**src/rtl/dbi_pkg.sv**
```systemverilog
// Shared helpers for the burst inversion encoder.
// Assumes byte-wide lanes; nothing here holds state.
package dbi_pkg;

    localparam int LANE_W = 8;

    // Count the set bits in one byte.
    function automatic logic [3:0] pop8(input logic [LANE_W-1:0] v);
        logic [3:0] n;
        n = '0;
        for (int k = 0; k < LANE_W; k++) n = n + {3'b000, v[k]};
        return n;
    endfunction

endpackage

```
**src/rtl/dbi_acs_stage.sv**
```systemverilog
// One trellis stage: this is the add-compare-select for a single byte.
// It assumes the incoming costs are either finite or saturated all-ones (infinite),
// and that COST_W leaves headroom so that no finite sum ever reaches all-ones.
module dbi_acs_stage #(
    parameter int CW     = 3,
    parameter int COST_W = 11
) (
    input  logic              clk,
    input  logic              rst_n,
    input  logic [7:0]        cur_byte,
    input  logic [7:0]        prev_byte,
    input  logic [CW-1:0]     alpha,
    input  logic [CW-1:0]     beta,
    input  logic [COST_W-1:0] cost_n_in,
    input  logic [COST_W-1:0] cost_i_in,
    output logic [COST_W-1:0] cost_n_out,
    output logic [COST_W-1:0] cost_i_out,
    output logic              sel_n,
    output logic              sel_i
);
    import dbi_pkg::*;

    localparam logic [COST_W-1:0] INF = '1;

    logic [3:0]        ones_x, diff_y;
    logic [COST_W-1:0] a_w, b_w, ac_same, ac_flip, dc_keep, dc_inv;
    logic [COST_W-1:0] c_nn, c_in, c_ni, c_ii;

    // Saturating add: an infinite path stays infinite.
    function automatic logic [COST_W-1:0] sadd(input logic [COST_W-1:0] p,
                                               input logic [COST_W-1:0] e);
        if (p == INF) return INF;
        return p + e;
    endfunction

    // Edge costs from the two popcounts.
    always_comb begin
        ones_x  = pop8(cur_byte);
        diff_y  = pop8(cur_byte ^ prev_byte);
        a_w     = COST_W'(alpha);
        b_w     = COST_W'(beta);
        ac_same = a_w * COST_W'(diff_y);
        ac_flip = a_w * COST_W'(4'd9 - diff_y);
        dc_keep = b_w * COST_W'(4'd8 - ones_x);
        dc_inv  = b_w * COST_W'(ones_x + 4'd1);
    end

    // Four candidate sums, then keep the cheaper one per state (ties keep non-inverted).
    always_comb begin
        c_nn       = sadd(cost_n_in, ac_same + dc_keep);
        c_in       = sadd(cost_i_in, ac_flip + dc_keep);
        c_ni       = sadd(cost_n_in, ac_flip + dc_inv);
        c_ii       = sadd(cost_i_in, ac_same + dc_inv);
        sel_n      = (c_in < c_nn);
        sel_i      = (c_ii < c_ni);
        cost_n_out = sel_n ? c_in : c_nn;
        cost_i_out = sel_i ? c_ii : c_ni;
    end

    // a finite non-inverted path must give finite costs to both next states.
    p_finite_step_r4: assert property (@(posedge clk) disable iff (!rst_n)
        (cost_n_in != INF) |-> (cost_n_out != INF && cost_i_out != INF));

    // equal candidates must keep the non-inverted predecessor.
    p_tie_keep_r7: assert property (@(posedge clk) disable iff (!rst_n)
        (c_nn == c_in) |-> !sel_n);

    p_tie_keep_inv_r7: assert property (@(posedge clk) disable iff (!rst_n)
        (c_ni == c_ii) |-> !sel_i);

endmodule

```
**src/rtl/dbi_traceback.sv**
```systemverilog
// Final compare and backtrack through the recorded select bits.
// It assumes sel_n[i]/sel_i[i] name the state of byte i-1 that was kept for state n/i of byte i.
module dbi_traceback #(
    parameter int NB     = 8,
    parameter int COST_W = 11
) (
    input  logic              clk,
    input  logic              rst_n,
    input  logic [NB-1:0]     sel_n,
    input  logic [NB-1:0]     sel_i,
    input  logic [COST_W-1:0] end_n,
    input  logic [COST_W-1:0] end_i,
    output logic [NB-1:0]     inv_mask,
    output logic [COST_W-1:0] best_cost
);
    logic st;

    // Pick the end state (tie keeps non-inverted), then walk back to byte 0.
    always_comb begin
        st        = (end_i < end_n);
        best_cost = st ? end_i : end_n;
        inv_mask  = '0;
        for (int i = NB - 1; i >= 0; i--) begin
            inv_mask[i] = st;
            st          = st ? sel_i[i] : sel_n[i];
        end
    end

    // equal end costs must end in the non-inverted state.
    p_end_tie_r7: assert property (@(posedge clk) disable iff (!rst_n)
        (end_n == end_i) |-> !inv_mask[NB-1]);

    // the result is never worse than either end state.
    p_end_min_r5: assert property (@(posedge clk) disable iff (!rst_n)
        (best_cost <= end_n) && (best_cost <= end_i));

endmodule

```
**src/rtl/dbi_burst_encoder.sv**
```systemverilog
// Minimum-energy inversion encoder for a burst of NB bytes.
// Registers the burst and coefficients, runs a combinational trellis over NB
// add-compare-select stages, backtracks, and registers the results:
// two edges from input to output, one burst per cycle.
// Assumes the virtual beat before the burst is all ones with the inversion wire at one.
module dbi_burst_encoder #(
    parameter int NB     = 8,
    parameter int CW     = 3,
    parameter int COST_W = $clog2(NB * 18 * ((1 << CW) - 1) + 1) + 1
) (
    input  logic              clk,
    input  logic              rst_n,
    input  logic              in_valid,
    input  logic [8*NB-1:0]   in_burst,
    input  logic [CW-1:0]     in_alpha,
    input  logic [CW-1:0]     in_beta,
    output logic              out_valid,
    output logic [8*NB-1:0]   out_data,
    output logic [NB-1:0]     out_dbi_n,
    output logic [COST_W-1:0] out_cost
);
    localparam logic [COST_W-1:0] INF = '1;

    logic              v1;
    logic [8*NB-1:0]   burst_q;
    logic [CW-1:0]     alpha_q, beta_q;

    logic [COST_W-1:0] cn [0:NB];
    logic [COST_W-1:0] ci [0:NB];
    logic [NB-1:0]     sel_n, sel_i, inv_mask;
    logic [COST_W-1:0] best_cost;
    logic [8*NB-1:0]   enc_comb;

    // Input register stage.
    always_ff @(posedge clk) begin
        if (!rst_n) begin
            v1      <= 1'b0;
            burst_q <= '0;
            alpha_q <= '0;
            beta_q  <= '0;
        end else begin
            v1 <= in_valid;
            if (in_valid) begin
                burst_q <= in_burst;
                alpha_q <= in_alpha;
                beta_q  <= in_beta;
            end
        end
    end

    // Start node: non-inverted state costs nothing, inverted state is unreachable.
    assign cn[0] = '0;
    assign ci[0] = INF;

    // One stage per byte; the predecessor of byte 0 is the all-ones beat.
    for (genvar g = 0; g < NB; g++) begin : g_stage
        logic [7:0] prev_b;
        if (g == 0) begin : g_first
            assign prev_b = 8'hFF;
        end else begin : g_rest
            assign prev_b = burst_q[8*(g-1) +: 8];
        end

        dbi_acs_stage #(.CW(CW), .COST_W(COST_W)) u_acs (
            .clk       (clk),
            .rst_n     (rst_n),
            .cur_byte  (burst_q[8*g +: 8]),
            .prev_byte (prev_b),
            .alpha     (alpha_q),
            .beta      (beta_q),
            .cost_n_in (cn[g]),
            .cost_i_in (ci[g]),
            .cost_n_out(cn[g+1]),
            .cost_i_out(ci[g+1]),
            .sel_n     (sel_n[g]),
            .sel_i     (sel_i[g])
        );

        assign enc_comb[8*g +: 8] = burst_q[8*g +: 8] ^ {8{inv_mask[g]}};
    end

    dbi_traceback #(.NB(NB), .COST_W(COST_W)) u_tb (
        .clk      (clk),
        .rst_n    (rst_n),
        .sel_n    (sel_n),
        .sel_i    (sel_i),
        .end_n    (cn[NB]),
        .end_i    (ci[NB]),
        .inv_mask (inv_mask),
        .best_cost(best_cost)
    );

    // Output register stage; results hold between bursts.
    always_ff @(posedge clk) begin
        if (!rst_n) begin
            out_valid <= 1'b0;
            out_data  <= '0;
            out_dbi_n <= '0;
            out_cost  <= '0;
        end else begin
            out_valid <= v1;
            if (v1) begin
                out_data  <= enc_comb;
                out_dbi_n <= ~inv_mask;
                out_cost  <= best_cost;
            end
        end
    end

    // results appear exactly two edges after a burst is taken.
    p_latency_r2: assert property (@(posedge clk) disable iff (!rst_n)
        out_valid |-> $past(in_valid, 2));

    // a reported cost is always a reachable, finite cost.
    p_cost_finite_r5: assert property (@(posedge clk) disable iff (!rst_n)
        out_valid |-> (out_cost != INF));

    // every output byte agrees with its inversion bit and the raw byte.
    for (genvar g = 0; g < NB; g++) begin : g_chk
        p_byte_match_r3: assert property (@(posedge clk) disable iff (!rst_n)
            out_valid |-> ((out_data[8*g +: 8] ^ {8{~out_dbi_n[g]}}) == $past(burst_q[8*g +: 8])));
    end

endmodule

```
**config.mk**
```make
export PLATFORM = sky130hd
export DESIGN_NAME = dbi_burst_encoder
export DESIGN_NICKNAME = d
export VERILOG_FILES = /design/src/rtl/dbi_pkg.sv /design/src/rtl/dbi_acs_stage.sv /design/src/rtl/dbi_traceback.sv /design/src/rtl/dbi_burst_encoder.sv
export SDC_FILE = /design/constraint.sdc
export NUM_CORES = 2
export LEC_CHECK = 0
export BUFFER_PORTS_ARGS = -buffer_cell sky130_fd_sc_hd__buf_2
export CORE_UTILIZATION = 30
export CTS_BUF_LIST = sky130_fd_sc_hd__clkbuf_4 sky130_fd_sc_hd__clkbuf_8 sky130_fd_sc_hd__clkbuf_16
export DETAILED_ROUTE_END_ITERATION = 16
export GPL_TIMING_DRIVEN = 0
export PLACE_DENSITY_LB_ADDON = 0.15
export SYNTH_ARGS = -nofsm -noshare
export SYNTH_HDL_FRONTEND = slang
export SYNTH_SLANG_ARGS = --single-unit
```
**constraint.sdc**
```tcl
create_clock -name clk -period 56.2 [get_ports clk]
set_input_delay 0 -clock clk [delete_from_list [all_inputs] [get_ports clk]]
set_output_delay 0 -clock clk [all_outputs]
set_load 0.03 [all_outputs]
```
# Word level (Yosys, flattened, before mapping)
# Index checks and enable logic that the tools add are counted.
dict set report word_totals {
  reg_bits 155
  output_inout_bits 84
  input_bits 73
}
dict set report classes {
  n_mux 80
  mul 32
  eq_ne 14
  n_bitwise 17
  n_lt_le_gt_ge 17
  n_addsub 194
}
# cell count
set op_table {}
lappend op_table {{11-bit 2-to-1 mux} 59}
lappend op_table {{11-bit adder} 43}
lappend op_table {{4-bit by 1-bit adder with 4-bit output} 96}
lappend op_table {{3-bit by 11-bit multiplier with 11-bit output} 24}
lappend op_table {{7-bit by 11-bit adder with 11-bit output} 15}
lappend op_table {{11-bit < comparator} 15}
lappend op_table {{11-bit == test (second input constant)} 14}
lappend op_table {{8-bit XOR} 15}
lappend op_table {{4-bit by 4-bit subtractor with 5-bit output (first input constant)} 16}
lappend op_table {{3-bit by 4-bit multiplier with 7-bit output} 8}
lappend op_table {{4-bit by 1-bit adder with 5-bit output (second input constant)} 8}
lappend op_table {{1-bit by 1-bit adder with 2-bit output} 16}
lappend op_table {{11-bit < comparator (first input constant)} 2}
lappend op_table {{1-bit 2-to-1 mux} 21}
lappend op_table {{8-bit inverter} 2}

# Logic depth before layout (Yosys ltp)
dict set report depth {
  word_depth 57
  mapped_depth 219
  mapped_depth_nobuf 204
}

# Modules after synthesis
# Synthesis repeated with hierarchy kept, for this count alone.
dict set report unflattened {
  cells_unflattened 6868
  area_unflattened_um2 54487.3
}
# module instances area_per_inst_um2 cells_each seq_area_each_um2
set by_module_without_submodules {}
lappend by_module_without_submodules {{dbi_acs_stage at g_stage[0].u_acs ...} 2 5972.0 772 0.0}
lappend by_module_without_submodules {dbi_burst_encoder 1 6075.8 579 3103.0}
lappend by_module_without_submodules {{dbi_acs_stage at g_stage[5].u_acs} 1 6058.3 772 0.0}
lappend by_module_without_submodules {{dbi_acs_stage at g_stage[6].u_acs} 1 6015.8 781 0.0}
lappend by_module_without_submodules {{dbi_acs_stage at g_stage[7].u_acs} 1 6014.5 777 0.0}
lappend by_module_without_submodules {{dbi_acs_stage at g_stage[2].u_acs} 1 5969.5 772 0.0}
lappend by_module_without_submodules {{dbi_acs_stage at g_stage[3].u_acs} 1 5894.4 774 0.0}
lappend by_module_without_submodules {{dbi_acs_stage at g_stage[4].u_acs} 1 5881.9 774 0.0}
lappend by_module_without_submodules {dbi_traceback 1 633.1 95 0.0}

# Worst setup path after synthesis
# No wires, ideal clock.
dict set report synth_timing {
  path_type {reg-to-reg}
  start {register burst_q[0]}
  end {register out_data[10]}
  required_ps 56078
  path_stages_with_launch 199
  slack_ps 16113
  arrival_time_ps 39965
  cell_sequence {dfxtp_1 inv_1 ha_1 inv_1 fa_1 fa_1 fa_1 fa_1 inv_1 ha_1 and2_1 inv_1 fa_1 fa_1 fa_1 inv_1 ha_1 inv_1 [163 not listed] a21o_1 a21o_1 a21oi_1 o21a_1 clkbuf_2 nand2_1 a32o_1 o31ai_2 a21oi_1 o21a_1 buf_2 o21a_1 buf_2 or3_1 buf_4 and2_1 buf_6 a221o_1}
}
dict set report synth_between {
  elab_chain_cells 56
}
# item line
set synth_lines {}
lappend synth_lines {{start, declared} dbi_burst_encoder.sv:25} ;# logic [8*NB-1:0] burst_q;
lappend synth_lines {{start signal, assigned} dbi_burst_encoder.sv:44} ;# burst_q <= in_burst;
lappend synth_lines {{branches (longest 54 deep; another with 3-bit by 11-bit multiplier with 11-bit output)} n/a}
lappend synth_lines {{1-bit 2-to-1 mux *} dbi_traceback.sv:25} ;# st = st ? sel_i[i] : sel_n[i];
lappend synth_lines {{8-bit XOR *} dbi_burst_encoder.sv:79} ;# assign enc_comb[8*g +: 8] = burst_q[8*g +: 8] ^ {8{inv_mask[g]}};
lappend synth_lines {{end signal, assigned} dbi_burst_encoder.sv:103} ;# out_data <= enc_comb;
lappend synth_lines {{end, declared} dbi_burst_encoder.sv:18} ;# output logic [8*NB-1:0] out_data,
# Every way passes the cells marked *.
# A chain may end at the register's enable or synchronous reset.

# Worst setup path in the final report
dict set report layout_timing {
  start {register burst_q[0]}
  end {register out_data[11]}
}
# Same word-level chain as after synthesis.

==> results.sh <==
export IMPL_global_route_overflow_total=0
export IMPL_initial_utilization_pct=30.3
export IMPL_post_layout_minimum_cycle_time_ns=52.85
export IMPL_total_of_flip_flops_plus_latches_after_synthesis=155
export IMPL_outcome="finished clean"
export IMPL_floorplan_io_pins=157
export IMPL_drt_wirelength_per_cell_um=21.8
export IMPL_rr_startpoint="burst_q[0]$_SDFFE_PN0P_"
export IMPL_numClockSinks=155
export IMPL_finalHoldViolCount=0
export IMPL_die_height_um=403
export IMPL_syn2layout_area_growth_pct=9.88
export IMPL_tightestPinTransition_ns=1.35
export IMPL_setup_violations_final=0
export IMPL_gpl_final_weighted_congestion=0.913
export IMPL_antenna_found_initial=20
export IMPL_final_cell_mix="sky130_fd_sc_hd__inv_1 (855), sky130_fd_sc_hd__ha_1 (752), sky130_fd_sc_hd__nor2_1 (578)"
export IMPL_worst_endpoint_data_arrival_time_ns=53.18
export IMPL_cap_viol_max_count=0
export IMPL_cp_common_cell="sky130_fd_sc_hd__a21oi_1"
export IMPL_first_pass_iters=6
export IMPL_hold_worst_path_end="burst_q[43]$_SDFFE_PN0P_"
export IMPL_final_instance_count_excl_fill=8419
export IMPL_grt_pass1_wl_um=273000
export IMPL_floorplan_rows=146
export IMPL_dominantRegCellSynth="sky130_fd_sc_hd__dfxtp_1"
export IMPL_drc_errors=0
export IMPL_synth_xor_area_share_pct=9.48
export IMPL_cts_tree="done"
export IMPL_timing_hold_worst_class="primary input to register"
export IMPL_fraction_of_the_mapped_netlist_area_in_compound_gates_pct=16.7
export IMPL_first_iter_violations=2743
export IMPL_slew_limit_headroom_pct=7.76
export IMPL_finalMaxSlewViolations=0
export IMPL_timing_hold_worst_start="in_valid"
export IMPL_fin_skew_ns=0.0111
export IMPL_clk_path_buf_depth=2
export IMPL_fp_dieW_um=403
export IMPL_async_reset_ff_share_pct=0
export IMPL_floorplan_die_area_mm2=0.162
export IMPL_reg2regPathDepth=199
export IMPL_groute_usage_overall_pct=22.3
export IMPL_wirelength_um=184000
export IMPL_achievable_frequency_mhz=18.9
export IMPL_setup_tns_final_ns=0
export IMPL_critical_path_reg2reg_endpoint="out_data[11]$_SDFFE_PN0P_"
export IMPL_first_global_vias=42900
export IMPL_ff2ff_setup_slack_ns=3.35
export IMPL_synth_nets=7298
export IMPL_routed_via_count=42800
export IMPL_port_buffer_count=154
export IMPL_yosys_mux_area_fraction_pct=3.01
export IMPL_start_kind="register"
export IMPL_ys_warn_count=0
export IMPL_crit_fanout=10
export IMPL_drive_gt1_share_pct=5.14
export IMPL_combinational_family_with_the_most_area_after_synthesis="adder cells"
export IMPL_clk_pin_slew_worst_paths_ns=0.07
export IMPL_seq_area_frac_synth_pct=6.43
export IMPL_clock_buffers_created_by_tritoncts=17
export IMPL_hpwlAfterDp_um=161000
export IMPL_postSynthCellCount=6007
export IMPL_cts_setup_buffers=0
export IMPL_drt_antenna_violating_nets=0
export IMPL_netlist_area_mm2=0.0483
export IMPL_post_synth_and_or_nand_nor_area_fraction_pct=17.2
export IMPL_coreArea_mm2=0.159
export IMPL_endpoint_kind="register"
export IMPL_cts_htree_levels=4
export IMPL_grt_max_degree=17
export IMPL_syn_mean_instance_area_um2=8.03
export IMPL_synth_cell_type_count=111
export IMPL_critPathSlowestCell="sky130_fd_sc_hd__o21ai_0"
export IMPL_nNetsFinal=7544
export IMPL_largest_stage_delay_worst_path_ns=0.72
export IMPL_clock_network_latency_to_the_later_pin_of_the_worst_skew_pair_ns=0.45
export IMPL_post_synth_fa_ha_maj_area_fraction_pct=38.8
export IMPL_rsz0062_at_grt="no"
export IMPL_timing_final_crit_share_pct=94.0
export IMPL_synth_edff_count=0
export IMPL_worstPathRequired_ns=56.54
export IMPL_layout_commonest_cell="sky130_fd_sc_hd__inv_1"
export IMPL_min_delay_path_depth=3
export IMPL_dp_cells=8308
export IMPL_root_buffer="sky130_fd_sc_hd__clkbuf_16"
export IMPL_viasPerCell=5.08
export IMPL_worstSetupPathType="register to register"
==> per-layer routing <==
| layer | track usage, % | vias to the layer above | part of all wire, % |
|---|---|---|---|
| li1 | - | 20600 | - |
| met1 | 32.5 | 21000 | 49 |
| met2 | 35.6 | 1007 | 44 |
| met3 | 2.50 | 140 | 4.9 |
| met4 | 3.94 | 14 | 1.8 |
| met5 | 0 | - | 0.050 |
==> layout make-up <==
class                           count  area [um^2]
Fill cell                       17100       106000
Antenna cell                        7         17.5
Clock buffer                       19          447
Multi-Input combinational cell   4807        41100
Buffer                            185          805
Timing Repair Buffer              227         1500
Inverter                          860         3230
Sequential cell                   155         3100
Clock inverter                     13         91.3
Tap cell                         2146         2690
==> logic make-up after synthesis <==
kind of cell             Yosys count
AO/OA/AOI/OAI                   1215
flip-flops                       155
multiplexers                     142
buffers and inverters           1045
AND/OR/NAND/NOR                 1716
XOR/XNOR                         516
adder cells (fa/ha/maj)         1218
==> what timing repair did <==
action / in CTS / in global routing
hold buffers: 71 / 0
resized for setup: 0 / 1
hold endpoints to repair: 73 / 0
endpoints found under the setup margin: 0 / 8
==> metrics by stage <==
step	hold WS, ns	worst slack, ns	instance area [um^2]	util (%)
after floorplan	0.147	16.11	48300	-
after global placement	0.236	3.75	51700	32.5
after detailed placement	0.246	3.70	51700	32.5
after CTS	0.111	3.50	53000	33.3
after global routing	0.162	0.169	53000	33.3
final	0.122	3.35	53000	33.3
==> registers in the layout, summed over array words and instances, names as in the netlist <==
name,count
alpha_q,3
beta_q,3
burst_q,64
out_cost,11
out_data,64
out_dbi_n,8
out_valid,1
v1,1
==> cell usage after synthesis (all sizes together) (16+ instances only) <==
cell	count	area, um^2
o2111ai	16	140
nand3b	33	248
mux2i	128	1290
clkbuf	133	502
nor3	85	440
or3	16	100
xor2	179	1570
a21oi	417	2100
o31ai	27	240
nor2b	81	507
ha	752	9410
o211ai	16	120
a31oi	26	163
a211oi	67	508
buf	51	292
nand4	51	319
nand2	376	1410
nand2b	117	732
a21o	160	1200
inv	857	3220
fa	466	9330
nor2	578	2170
and3	36	225
dfxtp	155	3100
nand3	93	465
o21a	49	368
a211o	20	175
or2	44	275
nor4	21	138
and2	127	795
o21ai	163	820
o21bai	110	826
xnor2	334	2940
==> critical path, delay by kind of cell (launching register included) <==
family | cells | cell delay (ns)
AO/OA/AOI/OAI | 80 | 20.14
XOR/XNOR | 8 | 2.86
adder cells (fa/ha/maj) | 33 | 13.38
buffers and inverters | 37 | 7.25
flip-flops | 1 | 0.47
multiplexers | 2 | 0.78
AND/OR/NAND/NOR | 39 | 7.80
==> how the worst max path moves through the flow <==
stage	from	to	slack, ns	cells past startpoint
after floorplan	burst_q[0]$_SDFFE_PN0P_	out_data[10]$_SDFFE_PN0P_	16.11	198
after CTS	burst_q[0]$_SDFFE_PN0P_	out_data[11]$_SDFFE_PN0P_	3.50	199
after global placement	burst_q[0]$_SDFFE_PN0P_	out_data[11]$_SDFFE_PN0P_	3.75	197
after detailed placement	burst_q[0]$_SDFFE_PN0P_	out_data[12]$_SDFFE_PN0P_	3.70	197
final	burst_q[0]$_SDFFE_PN0P_	out_data[11]$_SDFFE_PN0P_	3.35	199
after global routing	burst_q[0]$_SDFFE_PN0P_	out_data[13]$_SDFFE_PN0P_	0.17	196
Power is left out: the tool's default activity adds up to more than one toggle a clock period on the data nets, which glitch-free logic cannot reach.
